**src/rtl/coh_pkg.sv**
```systemverilog
package coh_pkg;
  // line states
  localparam logic [1:0] ST_I = 2'd0;
  localparam logic [1:0] ST_S = 2'd1;
  localparam logic [1:0] ST_M = 2'd2;
  // request kinds
  localparam logic [1:0] RK_READ  = 2'd0;
  localparam logic [1:0] RK_WRITE = 2'd1;
  localparam logic [1:0] RK_EVC   = 2'd2;
  localparam logic [1:0] RK_EVD   = 2'd3;
  // outgoing message kinds
  localparam logic [2:0] MK_INV    = 3'd0;
  localparam logic [2:0] MK_FWD    = 3'd1;
  localparam logic [2:0] MK_RECALL = 3'd2;
  localparam logic [2:0] MK_DATA   = 3'd3;
  localparam logic [2:0] MK_ACK    = 3'd4;

  typedef enum logic [2:0] {
    FS_IDLE, FS_DECIDE, FS_SEND, FS_WAIT, FS_REPLY
  } fsm_e;
endpackage

```
**src/rtl/coh_rst_sync.sv**
```systemverilog
module coh_rst_sync (
  input  logic clk,
  input  logic rst_n,
  output logic rst_n_sync
);
  logic stage_q;

  always_ff @(posedge clk or negedge rst_n) begin
    if (!rst_n) begin
      stage_q    <= 1'b0;
      rst_n_sync <= 1'b0;
    end else begin
      stage_q    <= 1'b1;
      rst_n_sync <= stage_q;
    end
  end
endmodule

```
**src/rtl/coh_dir_array.sv**
```systemverilog
module coh_dir_array #(
  parameter int LINES = 4,
  parameter int IDX_W = 2,
  parameter int TAG_W = 6,
  parameter int NCORE = 4
) (
  input  logic             clk,
  input  logic             rst_n,
  input  logic [IDX_W-1:0] rd_idx,
  output logic [TAG_W-1:0] rd_tag,
  output logic [1:0]       rd_st,
  output logic [NCORE-1:0] rd_shr,
  input  logic [IDX_W-1:0] pr_idx,
  output logic [TAG_W-1:0] pr_tag,
  output logic [1:0]       pr_st,
  output logic [NCORE-1:0] pr_shr,
  input  logic             wr_en,
  input  logic [IDX_W-1:0] wr_idx,
  input  logic [TAG_W-1:0] wr_tag,
  input  logic [1:0]       wr_st,
  input  logic [NCORE-1:0] wr_shr
);
  logic [TAG_W-1:0] tag_q [LINES];
  logic [1:0]       st_q  [LINES];
  logic [NCORE-1:0] shr_q [LINES];

  for (genvar g = 0; g < LINES; g++) begin : g_line
    logic line_en;
    assign line_en = wr_en && (wr_idx == IDX_W'(g));

    always_ff @(posedge clk or negedge rst_n) begin
      if (!rst_n) begin
        tag_q[g] <= '0;
        st_q[g]  <= '0;
        shr_q[g] <= '0;
      end else if (line_en) begin
        tag_q[g] <= wr_tag;
        st_q[g]  <= wr_st;
        shr_q[g] <= wr_shr;
      end
    end
  end

  assign rd_tag = tag_q[rd_idx];
  assign rd_st  = st_q[rd_idx];
  assign rd_shr = shr_q[rd_idx];
  assign pr_tag = tag_q[pr_idx];
  assign pr_st  = st_q[pr_idx];
  assign pr_shr = shr_q[pr_idx];
endmodule

```
**src/rtl/coh_lsb_pick.sv**
```systemverilog
module coh_lsb_pick #(
  parameter int N  = 4,
  parameter int IW = 2
) (
  input  logic [N-1:0]  mask,
  output logic [IW-1:0] idx
);
  always_comb begin
    idx = '0;
    for (int i = N - 1; i >= 0; i--) begin
      if (mask[i]) idx = IW'(i);
    end
  end
endmodule

```
**src/rtl/coh_ack_counter.sv**
```systemverilog
module coh_ack_counter #(
  parameter int NCORE = 4,
  parameter int CNT_W = 3
) (
  input  logic             clk,
  input  logic             rst_n,
  input  logic             load,
  input  logic [NCORE-1:0] load_mask,
  input  logic             dec,
  output logic [CNT_W-1:0] left
);
  logic [CNT_W-1:0] pc;
  logic [CNT_W-1:0] left_d;
  logic             cnt_en;

  always_comb begin
    pc = '0;
    for (int i = 0; i < NCORE; i++) pc = pc + CNT_W'(load_mask[i]);
  end

  assign cnt_en = load | dec;
  assign left_d = load ? pc : (left - CNT_W'(1));

  always_ff @(posedge clk or negedge rst_n) begin
    if (!rst_n)      left <= '0;
    else if (cnt_en) left <= left_d;
  end
endmodule

```
**src/rtl/coh_dir_ctrl.sv**
```systemverilog
module coh_dir_ctrl
  import coh_pkg::*;
#(
  parameter int NCORE  = 4,
  parameter int ADDR_W = 8,
  parameter int IDX_W  = 2,
  localparam int CID_W = (NCORE > 1) ? $clog2(NCORE) : 1,
  localparam int TAG_W = ADDR_W - IDX_W,
  localparam int LINES = 1 << IDX_W,
  localparam int CNT_W = $clog2(NCORE + 1)
) (
  input  logic              clk,
  input  logic              rst_n,
  input  logic              req_valid,
  output logic              req_ready,
  input  logic [CID_W-1:0]  req_core,
  input  logic [1:0]        req_kind,
  input  logic [ADDR_W-1:0] req_addr,
  output logic              msg_valid,
  input  logic              msg_ready,
  output logic [CID_W-1:0]  msg_core,
  output logic [2:0]        msg_kind,
  output logic [ADDR_W-1:0] msg_addr,
  input  logic              ack_valid,
  input  logic [CID_W-1:0]  ack_core,
  input  logic [ADDR_W-1:0] probe_addr,
  output logic [1:0]        probe_state,
  output logic [NCORE-1:0]  probe_sharers
);
  logic rst_n_i;
  coh_rst_sync u_rst (.clk(clk), .rst_n(rst_n), .rst_n_sync(rst_n_i));

  fsm_e              fsm_q, fsm_d;
  logic [CID_W-1:0]  rq_core_q;
  logic [1:0]        rq_kind_q;
  logic [ADDR_W-1:0] rq_addr_q;
  logic [NCORE-1:0]  send_q, send_d, pend_q, pend_d;
  logic [2:0]        skind_q;
  logic              victim_q, pwr_q;
  logic [1:0]        pst_q;
  logic [NCORE-1:0]  pshr_q;
  logic [ADDR_W-1:0] oaddr_q;

  logic [IDX_W-1:0]  rq_idx;
  logic [TAG_W-1:0]  rq_tag;
  logic [NCORE-1:0]  req_bit;
  logic              is_evict;

  logic [TAG_W-1:0]  rd_tag, pr_tag, wr_tag;
  logic [1:0]        rd_st, pr_st, wr_st;
  logic [NCORE-1:0]  rd_shr, pr_shr, wr_shr;
  logic              wr_en;

  logic [CID_W-1:0]  pick_idx;
  logic              ack_take, cnt_load;
  logic [CNT_W-1:0]  ack_left;

  // decision outputs
  logic [NCORE-1:0]  dc_targets, dc_shr, eff_shr;
  logic [2:0]        dc_kind;
  logic [1:0]        dc_st, eff_st;
  logic              dc_victim, dc_wr, hit;

  assign rq_idx   = rq_addr_q[IDX_W-1:0];
  assign rq_tag   = rq_addr_q[ADDR_W-1:IDX_W];
  assign req_bit  = NCORE'(1) << rq_core_q;
  assign is_evict = rq_kind_q[1];

  coh_dir_array #(.LINES(LINES), .IDX_W(IDX_W), .TAG_W(TAG_W), .NCORE(NCORE)) u_dir (
    .clk(clk), .rst_n(rst_n_i),
    .rd_idx(rq_idx), .rd_tag(rd_tag), .rd_st(rd_st), .rd_shr(rd_shr),
    .pr_idx(probe_addr[IDX_W-1:0]), .pr_tag(pr_tag), .pr_st(pr_st), .pr_shr(pr_shr),
    .wr_en(wr_en), .wr_idx(rq_idx), .wr_tag(wr_tag), .wr_st(wr_st), .wr_shr(wr_shr)
  );

  coh_lsb_pick #(.N(NCORE), .IW(CID_W)) u_pick (.mask(send_q), .idx(pick_idx));

  assign ack_take = ack_valid && pend_q[ack_core] &&
                    ((fsm_q == FS_SEND) || (fsm_q == FS_WAIT));

  coh_ack_counter #(.NCORE(NCORE), .CNT_W(CNT_W)) u_cnt (
    .clk(clk), .rst_n(rst_n_i), .load(cnt_load), .load_mask(dc_targets),
    .dec(ack_take), .left(ack_left)
  );

  // lookup port
  always_comb begin
    if ((pr_tag == probe_addr[ADDR_W-1:IDX_W]) && (pr_st != ST_I)) begin
      probe_state   = pr_st;
      probe_sharers = pr_shr;
    end else begin
      probe_state   = ST_I;
      probe_sharers = '0;
    end
  end

  // coherence decision for the latched request
  always_comb begin
    hit        = (rd_tag == rq_tag) && (rd_st != ST_I);
    eff_st     = hit ? rd_st : ST_I;
    eff_shr    = hit ? rd_shr : '0;
    dc_targets = '0;
    dc_kind    = MK_INV;
    dc_victim  = 1'b0;
    dc_st      = eff_st;
    dc_shr     = eff_shr;
    dc_wr      = 1'b1;
    if (is_evict) begin
      if (hit && ((rd_shr & req_bit) != '0)) begin
        dc_shr = rd_shr & ~req_bit;
        dc_st  = (dc_shr == '0) ? ST_I : ST_S;
      end else begin
        dc_wr = 1'b0;
      end
    end else if (!hit && (rd_st != ST_I)) begin
      dc_targets = rd_shr;
      dc_kind    = MK_RECALL;
      dc_victim  = 1'b1;
      dc_st      = ST_I;
      dc_shr     = '0;
    end else if (rq_kind_q == RK_READ) begin
      case (eff_st)
        ST_M: begin
          if (eff_shr != req_bit) begin
            dc_targets = eff_shr;
            dc_kind    = MK_FWD;
            dc_st      = ST_S;
            dc_shr     = eff_shr | req_bit;
          end
        end
        default: begin
          dc_st  = ST_S;
          dc_shr = eff_shr | req_bit;
        end
      endcase
    end else begin
      case (eff_st)
        ST_M: begin
          if (eff_shr != req_bit) begin
            dc_targets = eff_shr;
            dc_kind    = MK_FWD;
          end
        end
        ST_S: begin
          dc_targets = eff_shr & ~req_bit;
          dc_kind    = MK_INV;
        end
        default: ;
      endcase
      dc_st  = ST_M;
      dc_shr = req_bit;
    end
  end

  // next state and outputs
  always_comb begin
    fsm_d     = fsm_q;
    send_d    = send_q;
    pend_d    = pend_q;
    req_ready = 1'b0;
    msg_valid = 1'b0;
    msg_core  = pick_idx;
    msg_kind  = skind_q;
    msg_addr  = oaddr_q;
    wr_en     = 1'b0;
    wr_tag    = rq_tag;
    wr_st     = pst_q;
    wr_shr    = pshr_q;
    cnt_load  = 1'b0;
    if (ack_take) pend_d = pend_q & ~(NCORE'(1) << ack_core);
    case (fsm_q)
      FS_IDLE: begin
        req_ready = 1'b1;
        if (req_valid) fsm_d = FS_DECIDE;
      end
      FS_DECIDE: begin
        send_d   = dc_targets;
        pend_d   = dc_targets;
        cnt_load = 1'b1;
        if (dc_targets != '0) fsm_d = FS_SEND;
        else if (dc_victim)   fsm_d = FS_WAIT;
        else                  fsm_d = FS_REPLY;
      end
      FS_SEND: begin
        msg_valid = 1'b1;
        if (msg_ready) begin
          send_d = send_q & ~(NCORE'(1) << pick_idx);
          if (send_d == '0) fsm_d = FS_WAIT;
        end
      end
      FS_WAIT: begin
        if (ack_left == '0) begin
          if (victim_q) begin
            wr_en  = 1'b1;
            wr_tag = rd_tag;
            wr_st  = ST_I;
            wr_shr = '0;
            fsm_d  = FS_DECIDE;
          end else begin
            fsm_d = FS_REPLY;
          end
        end
      end
      FS_REPLY: begin
        msg_valid = 1'b1;
        msg_core  = rq_core_q;
        msg_kind  = is_evict ? MK_ACK : MK_DATA;
        msg_addr  = rq_addr_q;
        if (msg_ready) begin
          wr_en = pwr_q;
          fsm_d = FS_IDLE;
        end
      end
      default: fsm_d = FS_IDLE;
    endcase
  end

  // registers
  always_ff @(posedge clk or negedge rst_n_i) begin
    if (!rst_n_i) begin
      fsm_q     <= FS_IDLE;
      rq_core_q <= '0;
      rq_kind_q <= '0;
      rq_addr_q <= '0;
      send_q    <= '0;
      pend_q    <= '0;
      skind_q   <= '0;
      victim_q  <= 1'b0;
      pwr_q     <= 1'b0;
      pst_q     <= '0;
      pshr_q    <= '0;
      oaddr_q   <= '0;
    end else begin
      fsm_q  <= fsm_d;
      send_q <= send_d;
      pend_q <= pend_d;
      if ((fsm_q == FS_IDLE) && req_valid) begin
        rq_core_q <= req_core;
        rq_kind_q <= req_kind;
        rq_addr_q <= req_addr;
      end
      if (fsm_q == FS_DECIDE) begin
        skind_q  <= dc_kind;
        victim_q <= dc_victim;
        pwr_q    <= dc_wr;
        pst_q    <= dc_st;
        pshr_q   <= dc_shr;
        oaddr_q  <= dc_victim ? {rd_tag, rq_idx} : rq_addr_q;
      end
    end
  end
endmodule

```
**config.mk**
```make
export PLATFORM = sky130hd
export DESIGN_NAME = coh_dir_ctrl
export DESIGN_NICKNAME = d
export VERILOG_FILES = /design/src/rtl/coh_pkg.sv /design/src/rtl/coh_rst_sync.sv /design/src/rtl/coh_dir_array.sv /design/src/rtl/coh_lsb_pick.sv /design/src/rtl/coh_ack_counter.sv /design/src/rtl/coh_dir_ctrl.sv
export SDC_FILE = /design/constraint.sdc
export NUM_CORES = 1
export LEC_CHECK = 0
export ABC_AREA = 1
export BUFFER_PORTS_ARGS = -buffer_cell sky130_fd_sc_hd__buf_2
export CORE_ASPECT_RATIO = 1.25
export CORE_MARGIN = 2
export CORE_UTILIZATION = 30
export DETAILED_ROUTE_END_ITERATION = 8
export HOLD_SLACK_MARGIN = 0.1
export SLEW_MARGIN = 20
export SYNTH_ARGS = -nofsm -noshare
export SYNTH_HDL_FRONTEND = slang
export SYNTH_HIERARCHICAL = 1
export SYNTH_SLANG_ARGS = --single-unit
```
**constraint.sdc**
```tcl
create_clock -name clk -period 5.6 [get_ports clk]
set_input_delay 0.28 -clock clk [delete_from_list [all_inputs] [get_ports clk]]
set_output_delay 0.28 -clock clk [all_outputs]
set_load 0.01 [all_outputs]
```
==> metrics.md <==
| Metric | Value |
|---|---|
| Synth Warn # | 6 |
| Largest net degree at the start of global routing | 68 |
| Starting Density | 30.31% |
| H-tree depth | 3 |
| Pwr dens | 504.2 nW/µm² |
| Hold Crit Class | in2reg |
| Yosys cell types | 42 |
| Antenna cells | 0 |
| Post-CTS setup buffers | 0 |
| Root Driver | clkbuf_16 |
| Vias in the first global route | 5,421 |
| Worst Max-Slew Pin Slew | 0.8933 ns |
| Gpl congestion | 0.8867 |
| Crit path DAT | 4.79 ns |
| TritonCTS buffer count | 9 |
| CTS tree | yes |
| Overall routing resource usage | 16.10% |
| Post-route ant nets | 0 |
| Layout Skew | 0.007773 ns |
| Crit Path Category | reg2reg |
| Placed cells | 1,224 |
| Layout cells sized above 1 | 10.46% |
| Setup violators final | 0 |
| CP Max Fanout | 24 |
| Ys flop type | dfrtp_1 |
| Die ar. | 21,990 µm² |
| Max-slew violation count | 0 |
| Core Region | 20,600 µm² |
| Worst rel slew slack | 40.45% |
| Max Cap Violations | 0 |
| Cell Area, Synth | 6243 µm² |
| Drt first pass iters | 5 |
| Syn_nets | 979 |
| Post-synthesis async set-or-reset flop share | 100.0% |
| Synth Instances | 938 |
| Sink Count | 93 |
| Critical Path End Type | flop |
| Sequential-to-total area share from yosys stat | 37.27% |
| Fmax | 219.4 MHz |
| CTS max path bufs | 2 |
| Worst skew pair latency | 0.35 ns |
| Core Rows | 59 |
| EDFF count, synth | 0 |
| Syn Area/Cell | 6.656 µm² |
| Most instantiated cells after synthesis | nand2_1 (321), inv_1 (150), dfrtp_1 (93) |
| Die Height | 165.3 µm |
| Initial antenna violation count | 0 |
| Post-synth top area cell | dfrtp_1 |
| # resized after CTS | 0 |
| Vias | 5,868 |
| Critical path launch point type | flop |
| Port Buf Inserts | 47 |
| First-pass GRT wire length | 28,030 µm |
| P_leak | 0.003767 µW |
| Cts hold-fix bufs | 1 |
| Count leader, synth | nand2_1 |
| Reg area | 2331 µm² |
| DR iter-0 viols | 463 |
| Via density per instance | 4.732 |
| WP data required | 5.83 ns |
| Io pins | 48 |
| Period utilization | 81.39% |
| Wire length per cell | 14.17 µm |
| Footprint of the multi-input gates | 3138 µm² |
| RSZ-0062 raised after global routing | no |
| Nets | 1,003 |
| Yosys reg bits | 93 |
| Final TNS setup | 0 ns |
| Area delta synth->final | 11.62% |
| VDD IR max | 0.0002579 V |
| Final hold vios | 0 |
| Top area cells in the synthesized netlist | dfrtp_1 (37%), nand2_1 (19%), inv_1 (9.0%), nand3_1 (6.3%), o21ai_0 (4.0%) |
| Synth top area share | 37.27% |
| Grt ovf | 0 |
| Cell Count, Final, Fillers Out | 1,240 |
| DP HPWL | 12,300 µm |
| Total length of routed wires | 17,580 µm |
| Min Tclk post-route | 4.558 ns |
| Status | finished clean |
| # DRC | 0 |
| Clock slew at reported path FFs | 0.06 ns |
| Fillers | 2,235 |
| Die width | 133.0 µm |
## metal layers
layer / global-route usage (%) / part of all wire [%]
met1: 21.30 / 46
met4: 5.083 / 1.4
met3: 1.954 / 4.9
met2: 27.53 / 48
met5: 0 / 0
## per-stage QoR
stage	setup slack [ns]	util, %	cell area, µm²	total power (µW)	hold WS (ns)
floorplan	1.700	-	6243	2391	-0.01559
global placement	1.187	32.33	6659	2853	0.06918
detailed placement	1.107	32.33	6659	2866	0.07060
CTS	1.085	33.84	6969	3527	0.1687
global route	0.6520	33.84	6969	3824	0.1873
finish	1.042	33.84	6969	3514	0.1748
## state kept, by name, indices dropped and copies added, names as in the netlist, 3 cells and up
register,cells
rq_addr_q,8
oaddr_q,8
pshr_q,4
send_q,4
fsm_q,3
u_cnt/left,3
u_dir/shr_q,16
u_dir/tag_q,24
pend_q,4
u_dir/st_q,8
## cells by family (layout without fill, tap and decap cells)
kind of cell | Yosys count | count (layout) | share of synthesized area [%]
flip-flops | 93 | 93 | 37.27
buffers and inverters | 193 | 221 | 12.55
AND/OR/NAND/NOR | 525 | 525 | 36.75
other | 1 | 1 | 0.06006
adder cells (fa/ha/maj) | 14 | 14 | 2.926
AO/OA/AOI/OAI | 106 | 106 | 9.600
XOR/XNOR | 6 | 6 | 0.8417
## layout make-up
class                           instances  share of cell area, %
Tap cell                              274                  4.919
Multi-Input combinational cell        652                  45.03
Clock buffer                           13                  3.447
Clock inverter                          2                 0.8618
Timing Repair Buffer                   53                  4.057
Sequential cell                        93                  33.45
Inverter                              153                  8.241
## critical path: stages (launching register included)
cell     delay [ns]
dfrtp_1        0.37
inv_1          0.60
nand2_1        0.12
nand3_1        0.11
nand2_1        0.12
nand2_1        0.08
nand2_1        0.06
nor2_2         0.15
nand2_1        0.11
nor2_4         0.17
nand2_2        0.12
inv_1          0.09
nand2_1        0.09
inv_1          0.07
ha_1           0.23
a31oi_1        0.37
nand4_1        0.14
nand2_1        0.09
nand2_2        0.06
nand2_2        0.08
inv_1          0.06
fa_1           0.53
inv_1          0.04
ha_1           0.17
ha_1           0.26
nand2_1        0.06
nand3_1        0.09
## cells in the final DEF (no fill, tap or decap), types with 2 or more instances in the layout
master	synthesis	routed
o22ai_1	2	2
inv_2	3	3
inv_1	150	150
nor2_4	3	3
xnor2_1	2	2
buf_2	17	47
nand3_2	3	3
clkbuf_1	13	4
nand3_1	78	78
o21ai_0	50	50
dfrtp_1	93	92
ha_1	13	13
a21oi_2	2	2
xor2_1	4	4
clkbuf_16	0	9
nor3_1	5	4
nand2_4	5	5
o311ai_0	2	2
nand2_2	7	7
buf_4	8	5
nand2_1	321	321
nor2_1	62	62
nor2_2	8	8
a31oi_1	8	8
a21boi_0	2	2
a21oi_1	16	16
nor3_2	2	3
o221ai_1	3	3
bufinv_16	0	2
nand4_1	30	30
o21ai_1	13	13
## final timing paths
path / end / cells after the start / slack, ns / from
worst max-delay path: u_cnt/left[1] / 26 / 1.04 / rq_addr_q[0]
worst min-delay path: rq_core_q[0] / 3 / 0.17 / req_core[0]
worst max register to register: u_cnt/left[1] / 26 / 1.04 / rq_addr_q[0]
worst min register to register: u_dir/shr_q[1] / 0 / 0.24 / u_rst/rst_n_sync
max in group asynchronous: u_dir/tag_q[15] / 1 / 4.15 / u_rst/rst_n_sync
min in group asynchronous: u_dir/shr_q[1] / 0 / 0.24 / u_rst/rst_n_sync
## where the power goes
group          total (µW)  internal, µW  switching, µW
clock                 646           390            256
combinational        1790           533           1260
sequential           1080           916            160
total                3510          1840           1680
(Power assumes the default switching activity.)
